File: config.mk
export PLATFORM = sky130hd
export DESIGN_NAME = frame_buffer_xfer
export DESIGN_NICKNAME = d
export VERILOG_FILES = /design/src/rtl/fbx_pkg.sv /design/src/rtl/fbx_frame_timer.sv /design/src/rtl/fbx_chan_slice.sv /design/src/rtl/fbx_reg_port.sv /design/src/rtl/frame_buffer_xfer.sv
export SDC_FILE = /design/constraint.sdc
export NUM_CORES = 1
export LEC_CHECK = 0
export BUFFER_PORTS_ARGS = -buffer_cell sky130_fd_sc_hd__clkbuf_2
export CORE_UTILIZATION = 51
export CTS_BUF_LIST = sky130_fd_sc_hd__clkbuf_2 sky130_fd_sc_hd__clkbuf_4 sky130_fd_sc_hd__clkbuf_8
export CTS_CLUSTER_DIAMETER = 50
export CTS_CLUSTER_SIZE = 24
export DETAILED_ROUTE_END_ITERATION = 10
export PLACE_DENSITY = 0.85
export SYNTH_ARGS = -nofsm -noshare
export SYNTH_HDL_FRONTEND = slang
export SYNTH_SLANG_ARGS = --single-unit
File: constraint.sdc
create_clock -name clk -period 2.1 [get_ports clk]
set_input_delay 0.42 -clock clk [delete_from_list [all_inputs] [get_ports clk]]
set_output_delay 0.42 -clock clk [all_outputs]
set_load 0.01 [all_outputs]
File: src/rtl/fbx_pkg.sv
package fbx_pkg;

  // Control register bit that selects the internal loopback path.
  localparam int unsigned LOOP_BIT = 8;
  localparam int unsigned STAT_ADDR = 1;
  localparam int unsigned TX_BASE = 2;

  typedef enum logic [2:0] {
    RS_CTRL,
    RS_STAT,
    RS_TX,
    RS_RX,
    RS_NONE
  } reg_sel_e;

  function automatic reg_sel_e decode_addr(input int unsigned a, input int unsigned nch);
    if (a == 0) return RS_CTRL;
    if (a == STAT_ADDR) return RS_STAT;
    if (a >= TX_BASE && a < TX_BASE + nch) return RS_TX;
    if (a >= TX_BASE + nch && a < TX_BASE + 2 * nch) return RS_RX;
    return RS_NONE;
  endfunction

endpackage

File: src/rtl/fbx_frame_timer.sv
module fbx_frame_timer #(
  parameter int unsigned SLOT_CYCLES = 8,
  parameter int unsigned SLOTS = 4,
  parameter int unsigned SLOT_W = 2,
  localparam int unsigned CYC_W = (SLOT_CYCLES > 1) ? $clog2(SLOT_CYCLES) : 1
) (
  input  logic              clk,
  input  logic              rst,
  output logic              tick,
  output logic              strobe,
  output logic [SLOT_W-1:0] slot
);

  logic [CYC_W-1:0] cyc_q;
  logic             last_cyc;
  logic             last_slot;

  assign last_cyc  = (cyc_q == CYC_W'(SLOT_CYCLES - 1));
  assign last_slot = (slot == SLOT_W'(SLOTS - 1));
  assign tick      = last_cyc && last_slot;

  always_ff @(posedge clk) begin
    if (rst) begin
      cyc_q  <= '0;
      slot   <= '0;
      strobe <= 1'b0;
    end else begin
      strobe <= tick;
      if (last_cyc) begin
        cyc_q <= '0;
        slot  <= last_slot ? '0 : slot + 1'b1;
      end else begin
        cyc_q <= cyc_q + 1'b1;
      end
    end
  end

endmodule

File: src/rtl/fbx_chan_slice.sv
module fbx_chan_slice #(
  parameter int unsigned CH_W = 8
) (
  input  logic            clk,
  input  logic            rst,
  input  logic            tick,
  input  logic            enable,
  input  logic            loopback,
  input  logic            tx_wr,
  input  logic [CH_W-1:0] wr_data,
  input  logic [CH_W-1:0] line_rx,
  output logic [CH_W-1:0] line_tx,
  output logic [CH_W-1:0] cpu_tx,
  output logic [CH_W-1:0] cpu_rx
);

  logic [CH_W-1:0] rx_shadow;

  // CPU-side transmit holding register: free to change at any time.
  always_ff @(posedge clk) begin
    if (rst) cpu_tx <= '1;
    else if (tx_wr) cpu_tx <= wr_data;
  end

  // Boundary transfers: one stage on transmit, two on receive.
  always_ff @(posedge clk) begin
    if (rst) begin
      line_tx   <= '1;
      rx_shadow <= '0;
      cpu_rx    <= '0;
    end else if (tick) begin
      line_tx   <= enable ? cpu_tx : '1;
      rx_shadow <= loopback ? line_tx : line_rx;
      cpu_rx    <= rx_shadow;
    end
  end

endmodule

File: src/rtl/fbx_reg_port.sv
module fbx_reg_port
  import fbx_pkg::*;
#(
  parameter int unsigned NUM_CH = 3,
  parameter int unsigned CH_W = 8,
  parameter int unsigned BUS_W = 16,
  parameter int unsigned ADDR_W = 4,
  localparam int unsigned LINE_W = NUM_CH * CH_W
) (
  input  logic              clk,
  input  logic              rst,
  input  logic              wr_en,
  input  logic              rd_en,
  input  logic [ADDR_W-1:0] addr,
  input  logic [BUS_W-1:0]  wr_data,
  input  logic              tick,
  input  logic [LINE_W-1:0] tx_vals,
  input  logic [LINE_W-1:0] rx_vals,
  output logic [NUM_CH-1:0] ch_enable,
  output logic              loopback,
  output logic [NUM_CH-1:0] tx_wr,
  output logic [BUS_W-1:0]  rd_data,
  output logic              irq
);

  reg_sel_e         sel;
  logic             flag_clr;
  logic [BUS_W-1:0] rd_next;

  assign sel      = decode_addr(int'(addr), NUM_CH);
  assign flag_clr = wr_en && (sel == RS_STAT) && wr_data[0];

  for (genvar g = 0; g < NUM_CH; g++) begin : g_txwr
    assign tx_wr[g] = wr_en && (addr == ADDR_W'(TX_BASE + g));
  end

  always_ff @(posedge clk) begin
    if (rst) begin
      ch_enable <= '0;
      loopback  <= 1'b0;
    end else if (wr_en && sel == RS_CTRL) begin
      ch_enable <= wr_data[NUM_CH-1:0];
      loopback  <= wr_data[LOOP_BIT];
    end
  end

  // Boundary set takes priority over a concurrent acknowledge.
  always_ff @(posedge clk) begin
    if (rst) irq <= 1'b0;
    else if (tick) irq <= 1'b1;
    else if (flag_clr) irq <= 1'b0;
  end

  always_comb begin
    rd_next = '0;
    unique case (sel)
      RS_CTRL: begin
        rd_next[NUM_CH-1:0] = ch_enable;
        rd_next[LOOP_BIT]   = loopback;
      end
      RS_STAT: rd_next[0] = irq;
      RS_TX: begin
        for (int i = 0; i < NUM_CH; i++)
          if (addr == ADDR_W'(TX_BASE + i)) rd_next[CH_W-1:0] = tx_vals[i*CH_W +: CH_W];
      end
      RS_RX: begin
        for (int i = 0; i < NUM_CH; i++)
          if (addr == ADDR_W'(TX_BASE + NUM_CH + i)) rd_next[CH_W-1:0] = rx_vals[i*CH_W +: CH_W];
      end
      default: rd_next = '0;
    endcase
  end

  always_ff @(posedge clk) begin
    if (rst) rd_data <= '0;
    else if (rd_en) rd_data <= rd_next;
  end

endmodule

File: src/rtl/frame_buffer_xfer.sv
module frame_buffer_xfer #(
  parameter int unsigned NUM_CH = 3,
  parameter int unsigned CH_W = 8,
  parameter int unsigned BUS_W = 16,
  parameter int unsigned ADDR_W = 4,
  parameter int unsigned SLOT_CYCLES = 8,
  parameter int unsigned SLOTS = 4,
  parameter int unsigned SLOT_W = (SLOTS > 1) ? $clog2(SLOTS) : 1,
  localparam int unsigned LINE_W = NUM_CH * CH_W
) (
  input  logic              clk,
  input  logic              rst,
  input  logic              wr_en,
  input  logic              rd_en,
  input  logic [ADDR_W-1:0] addr,
  input  logic [BUS_W-1:0]  wr_data,
  output logic [BUS_W-1:0]  rd_data,
  output logic              irq,
  output logic              frame_strobe,
  output logic [SLOT_W-1:0] slot_idx,
  input  logic [LINE_W-1:0] line_rx_data,
  output logic [LINE_W-1:0] line_tx_data
);

  logic              tick;
  logic [NUM_CH-1:0] ch_enable;
  logic              loopback;
  logic [NUM_CH-1:0] tx_wr;
  logic [LINE_W-1:0] tx_vals;
  logic [LINE_W-1:0] rx_vals;

  fbx_frame_timer #(
    .SLOT_CYCLES(SLOT_CYCLES),
    .SLOTS      (SLOTS),
    .SLOT_W     (SLOT_W)
  ) u_timer (
    .clk   (clk),
    .rst   (rst),
    .tick  (tick),
    .strobe(frame_strobe),
    .slot  (slot_idx)
  );

  fbx_reg_port #(
    .NUM_CH(NUM_CH),
    .CH_W  (CH_W),
    .BUS_W (BUS_W),
    .ADDR_W(ADDR_W)
  ) u_regs (
    .clk      (clk),
    .rst      (rst),
    .wr_en    (wr_en),
    .rd_en    (rd_en),
    .addr     (addr),
    .wr_data  (wr_data),
    .tick     (tick),
    .tx_vals  (tx_vals),
    .rx_vals  (rx_vals),
    .ch_enable(ch_enable),
    .loopback (loopback),
    .tx_wr    (tx_wr),
    .rd_data  (rd_data),
    .irq      (irq)
  );

  for (genvar g = 0; g < NUM_CH; g++) begin : g_ch
    fbx_chan_slice #(
      .CH_W(CH_W)
    ) u_slice (
      .clk     (clk),
      .rst     (rst),
      .tick    (tick),
      .enable  (ch_enable[g]),
      .loopback(loopback),
      .tx_wr   (tx_wr[g]),
      .wr_data (wr_data[CH_W-1:0]),
      .line_rx (line_rx_data[g*CH_W +: CH_W]),
      .line_tx (line_tx_data[g*CH_W +: CH_W]),
      .cpu_tx  (tx_vals[g*CH_W +: CH_W]),
      .cpu_rx  (rx_vals[g*CH_W +: CH_W])
    );
  end

endmodule

# Yosys cells after proc, flatten, opt, wreduce, memory -nomap -nowiden

Cells that the tools add are included.

Register bits: 116
Output and inout port bits: 44
Input bits: 48

Reduce and logical (&&, ||, !) cells: 13
Equal/unequal tests: 12
$lt $le $gt $ge: 4
Add/subtract/negate cells: 2
Mux-type cells: 37

Operators by type and width:

| operator              | number |
|---|---|
| $mux W8               | 12 |
| $mux W3               | 8 |
| $eq A4 B3 Y1 const B  | 4 |
| $mux W1               | 13 |
| $pmux W5 S2           | 1 |
| $logic_and A1 B1 Y1   | 9 |
| $eq A4 B2 Y1 const B  | 2 |
| $eq A3 B2 Y1 const B  | 2 |
| $pmux W2 S3           | 1 |
| $eq A4 B1 Y1 const B  | 1 |
| $ge A4 B2 Y1 const B  | 1 |
| $ge A4 B3 Y1 const B  | 1 |
| $logic_not A4 Y1      | 1 |
| $lt A4 B3 Y1 const B  | 1 |
| $lt A4 B4 Y1 const B  | 1 |
| $pmux W1 S4           | 1 |
| $add A3 B1 Y3 const B | 1 |
| $eq A3 B1 Y1 const B  | 1 |
| $eq A3 B3 Y1 const B  | 1 |
| $logic_not A3 Y1      | 1 |
| $add A2 B1 Y2 const B | 1 |
| $eq A2 B2 Y1 const B  | 1 |
| $mux W2               | 1 |
| $reduce_bool A2 Y1    | 1 |
| $reduce_or A2 Y1      | 1 |

# Logic depth before layout (Yosys ltp)

Depth in word-level cells: 17
Gate-level depth with buffers: 9
Gate-level depth less buffers: 6

# Hierarchy

From an unflattened synthesis, not the netlist that was laid out.

Cell total of the unflattened synthesis: 505
Area total of the unflattened synthesis: 5203.7 um^2

By module, submodules not included:

| module          | area an instance (um^2) | cells an instance | times used |
|---|---|---|---|
| fbx_chan_slice  | 1308.8                  | 121               | 3 |
| fbx_reg_port    | 1049.8                  | 123               | 1 |
| fbx_frame_timer | 227.7                   | 19                | 1 |

# Worst setup path after synthesis

OpenSTA, ideal clock, no wires.

Path type: in2reg
Start point: in addr[1]
End point: reg g_ch[0].u_slice.cpu_tx[5]
Stages: 7
Data required time: 1.980 ns
Buffers on the path: 3
Arrival: 1.779 ns
Path slack: 0.201 ns
Path through: buf_4 -> or3b_1 -> buf_6 -> nor3b_4 -> buf_6 -> nor2b_1 -> a211o_1

Longest elaborated chain between the ends: 2

Ends and longest elaborated chain:

| element              | line                    | source |
|---|---|---|
| from (decl)          | frame_buffer_xfer.sv:15 | `input logic [ADDR_W-1:0] addr,` |
| $eq A4 B2 Y1         | fbx_reg_port.sv:34      | `assign tx_wr[g] = wr_en && (addr == ADDR_W'(TX_BASE + g));` |
| $logic_and A1 B1 Y1  | fbx_reg_port.sv:34      |  |
| to (signal assigned) | fbx_chan_slice.sv:22    | `else if (tx_wr) cpu_tx <= wr_data;` |
| to (decl)            | fbx_chan_slice.sv:13    | `output logic [CH_W-1:0] cpu_tx,` |

No other way between the ends.
A chain may end at the register's enable or synchronous reset.

# Worst setup path after layout

Start point: reg u_timer.cyc_q[0]
End point: reg g_ch[0].u_slice.line_tx[3]

Longest elaborated chain between the ends: 2

Ends and longest elaborated chain:

| element                | line                  | source |
|---|---|---|
| from (decl)            | fbx_frame_timer.sv:14 | `logic [CYC_W-1:0] cyc_q;` |
| from (signal assigned) | fbx_frame_timer.sv:33 | `cyc_q <= cyc_q + 1'b1;` |
| $eq A3 B3 Y1           | fbx_frame_timer.sv:18 | `assign last_cyc = (cyc_q == CYC_W'(SLOT_CYCLES - 1));` |
| $logic_and A1 B1 Y1    | fbx_frame_timer.sv:20 | `assign tick = last_cyc && last_slot;` |
| to (signal assigned)   | fbx_chan_slice.sv:32  | `line_tx <= enable ? cpu_tx : '1;` |
| to (decl)              | fbx_chan_slice.sv:12  | `output logic [CH_W-1:0] line_tx,` |

No other way between the ends.

==> flow_summary.toml <==
[status]
run_status = "finished, final reports clean"

[power_and_ir_drop]
cell_internal_pwr_uw = 3530
power_density_normalized_to_cell_area_mw_per_mm2 = 790
clock_power_share_pct = 45.9
swShare_pct = 23.7
ir_worst_vdd_v = 0.000318
fin_total_pwr_uw = 4630
switching_power_uw = 1100
share_comb_of_total_power_pct = 5.7
p_seq_share_pct = 48.4
p_leak_uw = 0.00232

[clock_network]
cts_resized = 0
clock_sinks = 116
holdBufCountCts = 0
cts_max_path_buffers = 2
clock_tree_from_tritoncts = "yes"
cts.repair_timing.setup_buffer_count = 0
number_of_cts_inserted_buffers = 17
skew_pair_late_insertion_delay_ns = 0.44
cts.clk_slew.worst_paths_ns = 0.08
cts_htree_levels = 4
root_buffer = "sky130_fd_sc_hd__clkbuf_8"

[cells_and_area]
fin_util_pct = 62.9
register_area_sq_mm = 0.00232
fillers = 778
final_cell_area_excluding_filler_cells_sq_mm = 0.00586
multiInputGateArea_sq_mm = 0.00236
layout-drive-gt1-share_pct = 20.5
growth_of_design_area_from_synthesis_to_finish_pct = 18.5
antenna-diode-count = 0
mostFrequentLayoutCell = "sky130_fd_sc_hd__dfxtp_1"
final_net_count = 668
layout_common_cells = "sky130_fd_sc_hd__dfxtp_1 (116), sky130_fd_sc_hd__clkbuf_2 (76), sky130_fd_sc_hd__nand2_1 (69)"

[route]
initialDrtViolationCount = 288
met2WireLength_um = 6240
drt-wirelength-per-cell_um = 16.4
drtAntennaViolNets = 0
route.final.wire_length_um = 12500
detail_route.drc_violations = 0
mean_number_of_vias_per_cell = 5.55
top_layer_used = "met4"
vias = 4213
dr.pass1.iters = 5
met1_length_um = 5410
detailroute.wirelength.met3_um = 597

[floorplanning]
io_pins = 92
fp.dieW_um = 101
die_height_um = 101
num_rows = 35
fp.dieArea_sq_mm = 0.0101
start_util_pct = 53.1
fp.coreArea_sq_mm = 0.00933

[timing]
rsz0062_at_grt = "false"
timing.setup.tns_ns = 0
finalHoldViolations = 0
final_period_minus_worst_setup_slack_ns = 1.79
worst_clock_skew_ns = 0.0136
setup_viol_count_final = 0
finalMaxSlewViolations = 0
fmax_ghz = 0.559
postLayoutSetupSlackWorst_ns = 0.311
period_share_pct = 85.2

[worst_setup_path]
critPathCaptureType = "register"
worst_path_dominant_cell_family = "simple AND/OR/NAND/NOR gates"
worst_ep_arrival_time_ns = 2.11
crit_buf_inv = 1
path_class = "register to register"
r2r_slack_ns = 0.31
timing.reg2reg.worst_path_depth = 7
crit_path_max_incr_delay_ns = 0.35
crit-reg2reg-launch = "u_timer.cyc_q[0]"
timing.critical_path.slowest_stage_cell = "sky130_fd_sc_hd__dfxtp_1"
rr_endpoint = "g_ch[0].u_slice.line_tx[3]"
critical_path.max_fanout = 58
critical_path.most_common_cell = "sky130_fd_sc_hd__ha_1"
data_required_time_at_the_worst_endpoint_ns = 2.42
critical_path.startpoint_type = "register"
crit_path_cell_trace = "ha_1 -> ha_1 -> and2_2 -> buf_12 -> nand3b_1 -> o21ai_0 -> nand2b_1"

[synth]
synth_top_area_share_pct = 46.9
synth_warnings = 0
number_of_instances_in_the_synthesized_netlist = 551
syn-mean-instance-area_sq_um = 8.98
yosysTopAreaCell = "sky130_fd_sc_hd__dfxtp_1"
postSynth.asyncResetShare_pct = 0
synth_seq_cells = 116
number_of_synthesized_flops_with_an_enable_pin = 0
post_synthesis_cell_area_sq_mm = 0.00495
synth_top_flop_cell = "sky130_fd_sc_hd__dfxtp_1"
synth_seq_area_share_pct = 46.9
netlist_top_cells_area = "sky130_fd_sc_hd__dfxtp_1 (47%), sky130_fd_sc_hd__mux2i_1 (9.5%), sky130_fd_sc_hd__nand2_1 (5.2%)"
ys_types = 38

[run]
timing.max_cap.violations = 0

[global_route]
grt_pass1_wl_um = 19700
pin_count_of_the_biggest_net_entering_global_routing = 59
number_of_global_route_vias_before_repair = 4008
global_route.usage.total_pct = 25.6
grt-ovfl-total = 0
grt_antenna_before_repair = 0

[placed_design]
finalWeightedCongestion = 0.825
placed_cell_area_sq_mm = 0.00546
hpwlAfterDp_um = 8630
buffer_ports.inserted = 77
dpl_worst_slack_ns = 0.196

[hold_path]
min_to = "u_regs.loopback"
hold_path.class = "input port to register"
hold_crit_start = "wr_data[8]"
min_path_cells = 3
[through the flow]
step                      std cells  hold WS (ns)
after floorplan                 557         0.404
after global placement          727         0.412
after detailed placement        727         0.441
after CTS                       759         0.209
after global routing            759         0.232
final                           759         0.211
[logic make-up (layout without fill, tap and decap cells)]
family,count (synthesis),after routing,share of synthesized area (%)
buffers and inverters,63,136,5.79
AO/OA/AOI/OAI,116,116,16.1
multiplexers,49,49,9.96
AND/OR/NAND/NOR,203,203,20.4
flip-flops,116,116,46.9
other,1,7,0.0758
adder cells (fa/ha/maj),3,3,0.759
[synth_stat cells (4+ instances only)]
cell                       count
sky130_fd_sc_hd__dfxtp_1     116
sky130_fd_sc_hd__nand2_1      69
sky130_fd_sc_hd__nor2_1       63
sky130_fd_sc_hd__mux2i_1      47
sky130_fd_sc_hd__clkbuf_1     32
sky130_fd_sc_hd__a211oi_1     29
sky130_fd_sc_hd__a21oi_1      26
sky130_fd_sc_hd__nand3b_1     19
sky130_fd_sc_hd__nor3b_1      19
sky130_fd_sc_hd__a211o_1      16
sky130_fd_sc_hd__o21bai_1     15
sky130_fd_sc_hd__o21ai_0      13
sky130_fd_sc_hd__inv_1        11
sky130_fd_sc_hd__nand2b_1     10
sky130_fd_sc_hd__buf_4         8
sky130_fd_sc_hd__nor2b_1       8
sky130_fd_sc_hd__a221oi_1      7
sky130_fd_sc_hd__o22ai_1       7
sky130_fd_sc_hd__buf_1         6
sky130_fd_sc_hd__buf_2         4
[worst max path at each step]
stage,start,endpoint,slack [ns],cells after the start
after floorplan,addr[1],g_ch[0].u_slice.cpu_tx[5],0.20,7
after global placement,addr[1],g_ch[0].u_slice.cpu_tx[3],0.24,6
after detailed placement,addr[1],g_ch[0].u_slice.cpu_tx[3],0.20,6
after CTS,u_timer.cyc_q[0],g_ch[0].u_slice.line_tx[6],0.33,7
after global routing,u_timer.cyc_q[0],g_ch[0].u_slice.line_tx[6],0.12,7
final,u_timer.cyc_q[0],g_ch[0].u_slice.line_tx[3],0.31,7
[per-layer routing]
metal	global-route usage, %	vias up
met5	0	-
met4	12.3	0
met3	4.79	24
met2	42.6	108
met1	32.1	2023
li1	-	2058
[tightest hold or removal path, cell delays in order]
cell	delay, ns
sky130_fd_sc_hd__clkbuf_2	0.07
sky130_fd_sc_hd__mux2i_1	0.05
sky130_fd_sc_hd__nor2_1	0.07
[flip-flops by register name, summed over array words and instances (netlist names)]
register	flops
g_ch.u_slice.cpu_rx	24
g_ch.u_slice.cpu_tx	24
g_ch.u_slice.line_tx	24
g_ch.u_slice.rx_shadow	24
u_regs.rd_data	9
u_regs.ch_enable	3
u_timer.cyc_q	3
u_timer.slot	2
u_regs.irq	1
u_regs.loopback	1
u_timer.strobe	1
[power by group through the flow]
stage	Sequential, uW	Clock [uW]	Combinational, uW
detailed placement	2290	0	258
CTS	2240	2140	260
floorplan	2290	0	167
global route	2240	2240	284
global placement	2290	0	251
finish	2240	2130	262
[final cells by class]
class,count,area share [%]
Inverter,11,0.704
Multi-Input combinational cell,378,40.3
Timing Repair Buffer,93,9.69
Tap cell,129,2.75
Clock inverter,13,2.69
Clock buffer,19,4.25
Sequential cell,116,39.6
(Power assumes the default switching activity.)
